--- config.mk ---
export PLATFORM = sky130hd
export DESIGN_NAME = dbnc_filter4
export DESIGN_NICKNAME = d
export VERILOG_FILES = /design/src/rtl/dbnc_filter4.sv
export SDC_FILE = /design/constraint.sdc
export NUM_CORES = 1
export LEC_CHECK = 0
export BUFFER_PORTS_ARGS = -buffer_cell sky130_fd_sc_hd__buf_2
export CAP_MARGIN = 5
export CORE_MARGIN = 4
export CORE_UTILIZATION = 50
export DETAILED_ROUTE_END_ITERATION = 6
export GPL_ROUTABILITY_DRIVEN = 0
export GPL_TIMING_DRIVEN = 0
export PLACE_DENSITY_LB_ADDON = 0.3
export SETUP_SLACK_MARGIN = 0.5
export SLEW_MARGIN = 10
export SYNTH_ARGS = -nofsm -noshare
export SYNTH_HDL_FRONTEND = slang
export SYNTH_SLANG_ARGS = --single-unit
--- constraint.sdc ---
create_clock -name clk -period 2.62 [get_ports clk]
set_input_delay 0 -clock clk [delete_from_list [all_inputs] [get_ports clk]]
set_output_delay 0 -clock clk [all_outputs]
set_load 0.005 [all_outputs]
--- src/rtl/dbnc_filter4.sv ---
module dbnc_filter4 #(
  parameter int BASE_TICKS = 2,
  parameter int NUM_SEL    = 7
) (
  input  logic        clk,
  input  logic        rst_n,
  input  logic        tick,
  input  logic [3:0]  pin_raw,
  input  logic [3:0]  pin_level,
  input  logic        cfg_we,
  input  logic [1:0]  cfg_addr,
  input  logic [31:0] cfg_wdata,
  output logic [31:0] cfg_rdata,
  output logic [3:0]  pin_filt
);
  localparam int PINS      = 4;
  localparam int MAX_TICKS = BASE_TICKS << (NUM_SEL - 1);
  localparam int CW        = $clog2(MAX_TICKS + 1);
  localparam logic [1:0]  ADDR_SET = 2'd1;
  localparam logic [1:0]  ADDR_CLR = 2'd2;
  localparam logic [31:0] KEEP     = 32'hF1F1_F1F1;

  logic [31:0]        ctrl_q;
  logic [PINS-1:0]    restart_q, sync1_q, sync2_q, active;
  logic [PINS*CW-1:0] cnt_all;

  wire set_we = cfg_we && (cfg_addr == ADDR_SET);
  wire clr_we = cfg_we && (cfg_addr == ADDR_CLR);

  function automatic logic [CW-1:0] sel_limit(input logic [3:0] sel);
    int idx;
    idx = (int'(sel) >= NUM_SEL) ? NUM_SEL - 1 : int'(sel);
    return CW'(BASE_TICKS << idx);
  endfunction

  always_ff @(posedge clk or negedge rst_n) begin
    if (!rst_n) begin
      ctrl_q    <= '0;
      restart_q <= '0;
      sync1_q   <= '0;
      sync2_q   <= '0;
    end else begin
      if (set_we)      ctrl_q <= ctrl_q | (cfg_wdata & KEEP);
      else if (clr_we) ctrl_q <= ctrl_q & ~(cfg_wdata & KEEP);
      for (int n = 0; n < PINS; n++)
        restart_q[n] <= set_we && cfg_wdata[8*n+1];
      sync1_q <= pin_raw;
      sync2_q <= sync1_q;
    end
  end

  assign cfg_rdata = ctrl_q;

  for (genvar n = 0; n < PINS; n++) begin : g_pin
    logic [CW-1:0] cnt;
    logic          filt;
    wire  [CW-1:0] limit = sel_limit(ctrl_q[8*n+7 -: 4]);

    assign active[n] = ctrl_q[8*n] && pin_level[n];

    always_ff @(posedge clk or negedge rst_n) begin
      if (!rst_n) begin
        cnt  <= '0;
        filt <= 1'b0;
      end else if (!active[n]) begin
        cnt  <= '0;
        filt <= sync2_q[n];
      end else if (restart_q[n] || (sync2_q[n] == filt)) begin
        cnt <= '0;
      end else if (tick) begin
        if (cnt + 1'b1 >= limit) begin
          cnt  <= '0;
          filt <= sync2_q[n];
        end else begin
          cnt <= cnt + 1'b1;
        end
      end
    end

    assign cnt_all[n*CW +: CW] = cnt;
    assign pin_filt[n] = active[n] ? filt : sync2_q[n];
  end
endmodule

Yosys cells after proc, flatten, opt, wreduce, memory -nomap -nowiden

Index checks and enable logic that the tools add are counted.

Input bits: 46
Register bits: 80
Logic and storage cells: 114
Output and inout bits: 36

Multiplexer cells: 42
Equal/unequal tests: 22
Magnitude comparators: 8
Shift operators: 4
$add $sub $neg: 4
Bitwise gates (word level): 3
Reduce and logical (&&, ||, !) cells: 19

Operators by type and width:

| cell                                                              | count |
|---|---|
| two-way mux 8 bit                                                 | 16 |
| two-way mux 32 bit                                                | 2 |
| adder 8 x 1 -> 8 bit, second input constant                       | 4 |
| bitwise AND 32 bit                                                | 1 |
| greater-or-equal comparator 8 bit                                 | 4 |
| inverter 32 bit                                                   | 1 |
| bitwise OR 32 bit                                                 | 1 |
| left shift 2 x 4 -> 8 bit, first input constant                   | 4 |
| two-way mux 1 bit                                                 | 20 |
| greater-or-equal comparator 4 x 3 -> 1 bit, second input constant | 4 |
| two-way mux 4 bit                                                 | 4 |
| != test 2 bit, second input constant                              | 8 |
| != test 3 x 2 -> 1 bit, second input constant                     | 4 |
| AND reduction 3 bit                                               | 4 |
| logical AND 1 bit                                                 | 10 |
| != test 2 x 1 -> 1 bit, second input constant                     | 4 |
| == test 1 bit                                                     | 4 |
| logical OR 1 bit                                                  | 4 |
| == test 2 x 1 -> 1 bit, second input constant                     | 1 |
| == test 2 bit, second input constant                              | 1 |
| nonzero test 2 bit                                                | 1 |

Logic depth before layout (Yosys ltp)

Depth after elaboration: 8
Depth in mapped cells: 10
Gate-level depth less buffers: 10

Worst setup path before layout

No wires, ideal clock.

Path kind: reg-to-reg
Start: register with a tool-made name
End: register g_pin[3].cnt[3]
Slack: 0.023 ns
Data arrival time: 2.505 ns
Library setup time: 0.092 ns
Buffers on the path: 0
Stages on the path, launching flop included: 8
Period minus slack after synthesis: 2.597 ns
Required time: 2.528 ns
Cell sequence: dfrtp_1 or4b_2 ha_1 a21o_1 a2111oi_4 o211ai_2 or2_1 o31ai_2

RTL lines:

| what                 | RTL line | RTL |
|---|---|---|
| end signal, assigned | 75       | `cnt <= cnt + 1'b1;` |
| end, declared        | 55       | `logic [CW-1:0] cnt;` |

==> metrics.yaml <==
detailed_routing:
  wl_per_cell_um: 15.52
  totalWireLength_um: 10600
  postRouteAntennaNets: 0
  viasPerCell: 5.480
  wl_met2_um: 5491
  wl_met3_um: 396
  top_layer: "met4"
  wl_met1_um: 4556
  vias: 3743
  remaining_drc_errors: 0
  drt-pass1-iter-count: 4
  first_iter_violations: 161
sta:
  setup_viol: 0
  rsz0062_at_grt: "yes"
  fin_crit_ns: 2.548
  worstMarginPinSlew_ns: 0.8081
  final-max-slew-violation-count: 0
  finalCritPeriodShare: 0.9727
  fmax_mhz: 392.4
  clock_skew_ns: 0.01229
  slew_headroom: 0.4568
  final_hold_viol_count: 0
  setup_ws_ns: 0.07162
setup_path:
  rr_endpoint: "g_pin[0].cnt[3]$_DFFE_PN0P_"
  worst_ep_required_time_ns: 2.88
  crit_path_end_kind: "flop"
  crit_path_top_delay_cell: "or4b_4"
  worst-r2r-setup-slack_ns: 0.07
  critical_path_buf_inv_count: 0
  arrival_ns: 2.81
  slowest_delay_ns: 0.51
  crit_chain: "or4b_4 > ha_4 > a21o_1 > a2111oi_4 > o211ai_2 > or2_4 > o31ai_2"
  crit_cells: 7
  reg2reg_depth: 7
  critPathKind: "reg2reg"
  endpoint: "g_pin[0].cnt[3]$_DFFE_PN0P_"
  critPathMaxFanout: 8
  startpoint_type: "flop"
  critical-path-top-delay-family: "compound AO/OA/AOI/OAI gates"
power:
  p_sw_mw: 0.8988
  p_int_mw: 1.944
  power.share.sequential: 0.441
  clockPowerShare: 0.270
  leakagePower_nw: 2.760
  peakVddDrop_uv: 294.3
  power.share.combinational: 0.289
  switching_share: 0.3161
  powerDensity_nw_per_um2: 474.6
synth:
  netlist_area_sq_um: 4213
  synth_area_leaders: "dfrtp_1 40%, ha_1 9.5%, a22o_1 8.3%, nand2_1 4.7%, xnor2_1 3.3%"
  synth_commonest_cells: "68 x dfrtp_1, 53 x nand2_1, 40 x a22o_1"
  post-synth-top-count-cell: "dfrtp_1"
  synth_cell_type_count: 33
  synth_edf_count: 0
  synthFlopType: "dfrtp_1"
  synth_area_per_cell_sq_um: 10.20
  synth_warnings: 0
  syn_inst: 413
  yosysSeqAreaShare: 0.4039
  synth.top_cell.area_share: 0.4039
  synth_largest_area_cell: "dfrtp_1"
  synthArstFlopShare: 1.000
  ys_ff_latch: 68
cells_and_area:
  design_area_sq_um: 5991
  n_antenna_cell: 0
  drive_gt1_frac: 0.4118
  fill_cells: 565
  area_growth_pct: 42.20
  fin_nets: 651
  seq_area_sq_um: 1727
  finalNonFillerCells: 683
  multi_input_area_sq_um: 2805
place:
  io_buffers: 61
  dp_hpwl_um: 6889
  place_area_sq_um: 4881
  pre_cts_slack_ns: -0.05017
  dp.cells: 591
cts:
  clk_latency_ns: 0.35
  h-tree-depth: 3
  clockBufferDepth: 2
  numCtsBuffers: 9
  cts_sinks: 68
  clk_pin_slew_ns: 0.07
  cts.root.buffer_cell: "clkbuf_8"
  cts_tree: "done"
global_routing:
  grt_overflow: 0
  grt_pass1_vias: 3666
  grt_pass1_wl_um: 16910
  track_usage: 0.2113
  antenna_found_initial: 0
  grt_max_degree: 40
floorplanning:
  dieArea_sq_um: 9958
  die_x_um: 99.79
  ios: 82
  rows: 33
  die_height_um: 99.79
  initial_core_util: 0.5127
  core_area_sq_um: 8217
job:
  drv_cap: 0
run_status:
  status: "complete, no violations"
hold_path:
  min_path_type: "in2reg"
[tightest hold or removal path, delay by kind of cell]
family,cells,cell delay (ns)
compound gates,1,0.05
buf+inv,1,0.13
simple gates,2,0.19
[routing by layer]
layer	track usage	vias up
li1	-	1788
met1	0.2620	1844
met2	0.3699	98
met3	0.03614	13
met4	0.07563	0
met5	0	-
[cell type report]
class,count,share of cell area
Clock inverter,2,0.001671
Tap cell,105,0.02193
Inverter,8,0.005013
Clock buffer,14,0.02548
Sequential cell,68,0.2882
Buffer,21,0.02736
Timing Repair Buffer,138,0.1621
Multi-Input combinational cell,327,0.4683
[placed cells by master, fill, tap and decap left out, types with 13 or more instances in the layout]
cell | netlist | routed
a22o_1 | 40 | 40
buf_2 | 0 | 60
buf_4 | 12 | 60
clkbuf_8 | 0 | 14
dfrtp_1 | 68 | 48
dfrtp_2 | 0 | 20
dlygate4sd3_1 | 0 | 29
ha_1 | 32 | 24
nand2_1 | 53 | 53
nor2_1 | 25 | 17
xnor2_1 | 16 | 13
[repair_timing]
item | in CTS | in global routing
buffers inserted | 31 | 16
hold buffers | 29 | 0
gates resized for setup | 51 | 34
hold endpoints to repair | 96 | 0
pin swaps | 36 | 28
setup endpoints to repair | 36 | 36
[how the worst min path moves through the flow]
| stage | from | end | cells after the start |
|---|---|---|---|
| global placement | pin_raw[3] | sync1_q[3]$_DFF_PN0_ | 1 |
| floorplan | rst_n | asynchronous set/reset pin | 0 |
| detailed placement | rst_n | asynchronous set/reset pin | 1 |
| CTS | tick | g_pin[2].cnt[0]$_DFFE_PN0P_ | 4 |
| global route | tick | g_pin[1].cnt[0]$_DFFE_PN0P_ | 4 |
| finish | tick | g_pin[2].cnt[0]$_DFFE_PN0P_ | 4 |
[cell families after synthesis]
| group | share of synthesized area |
|---|---|
| AO/OA/AOI/OAI | 0.2008 |
| XOR/XNOR | 0.05821 |
| adder cells (fa/ha/maj) | 0.09504 |
| buffers and inverters | 0.03653 |
| flip-flops | 0.4039 |
| multiplexers | 0.02138 |
| other | 0.0008901 |
| AND/OR/NAND/NOR | 0.1832 |
[stage by stage]
| step | setup TNS [ns] | util | power (mW) | hold slack, ns |
|---|---|---|---|---|
| 3_3_place_gp | 0 | 0.5913 | 1.889 | 0.1088 |
| 6_report | 0 | 0.7291 | 2.843 | 0.06867 |
| 5_1_grt | -0.1842 | 0.7291 | 3.003 | 0.06091 |
| 4_1_cts | 0 | 0.6986 | 2.800 | 0.03800 |
| 2_1_floorplan | 0 | - | 1.689 | -0.2956 |
| 3_5_place_dp | -0.5511 | 0.5940 | 1.923 | -0.03453 |
[power groups by stage]
stage | clock network (mW) | logic (mW) | registers, mW
3_5_place_dp | 0 | 0.638 | 1.29
2_1_floorplan | 0 | 0.424 | 1.26
6_report | 0.768 | 0.822 | 1.25
4_1_cts | 0.781 | 0.769 | 1.25
5_1_grt | 0.826 | 0.909 | 1.27
3_3_place_gp | 0 | 0.611 | 1.28
Power figures use the tool's default switching activity.
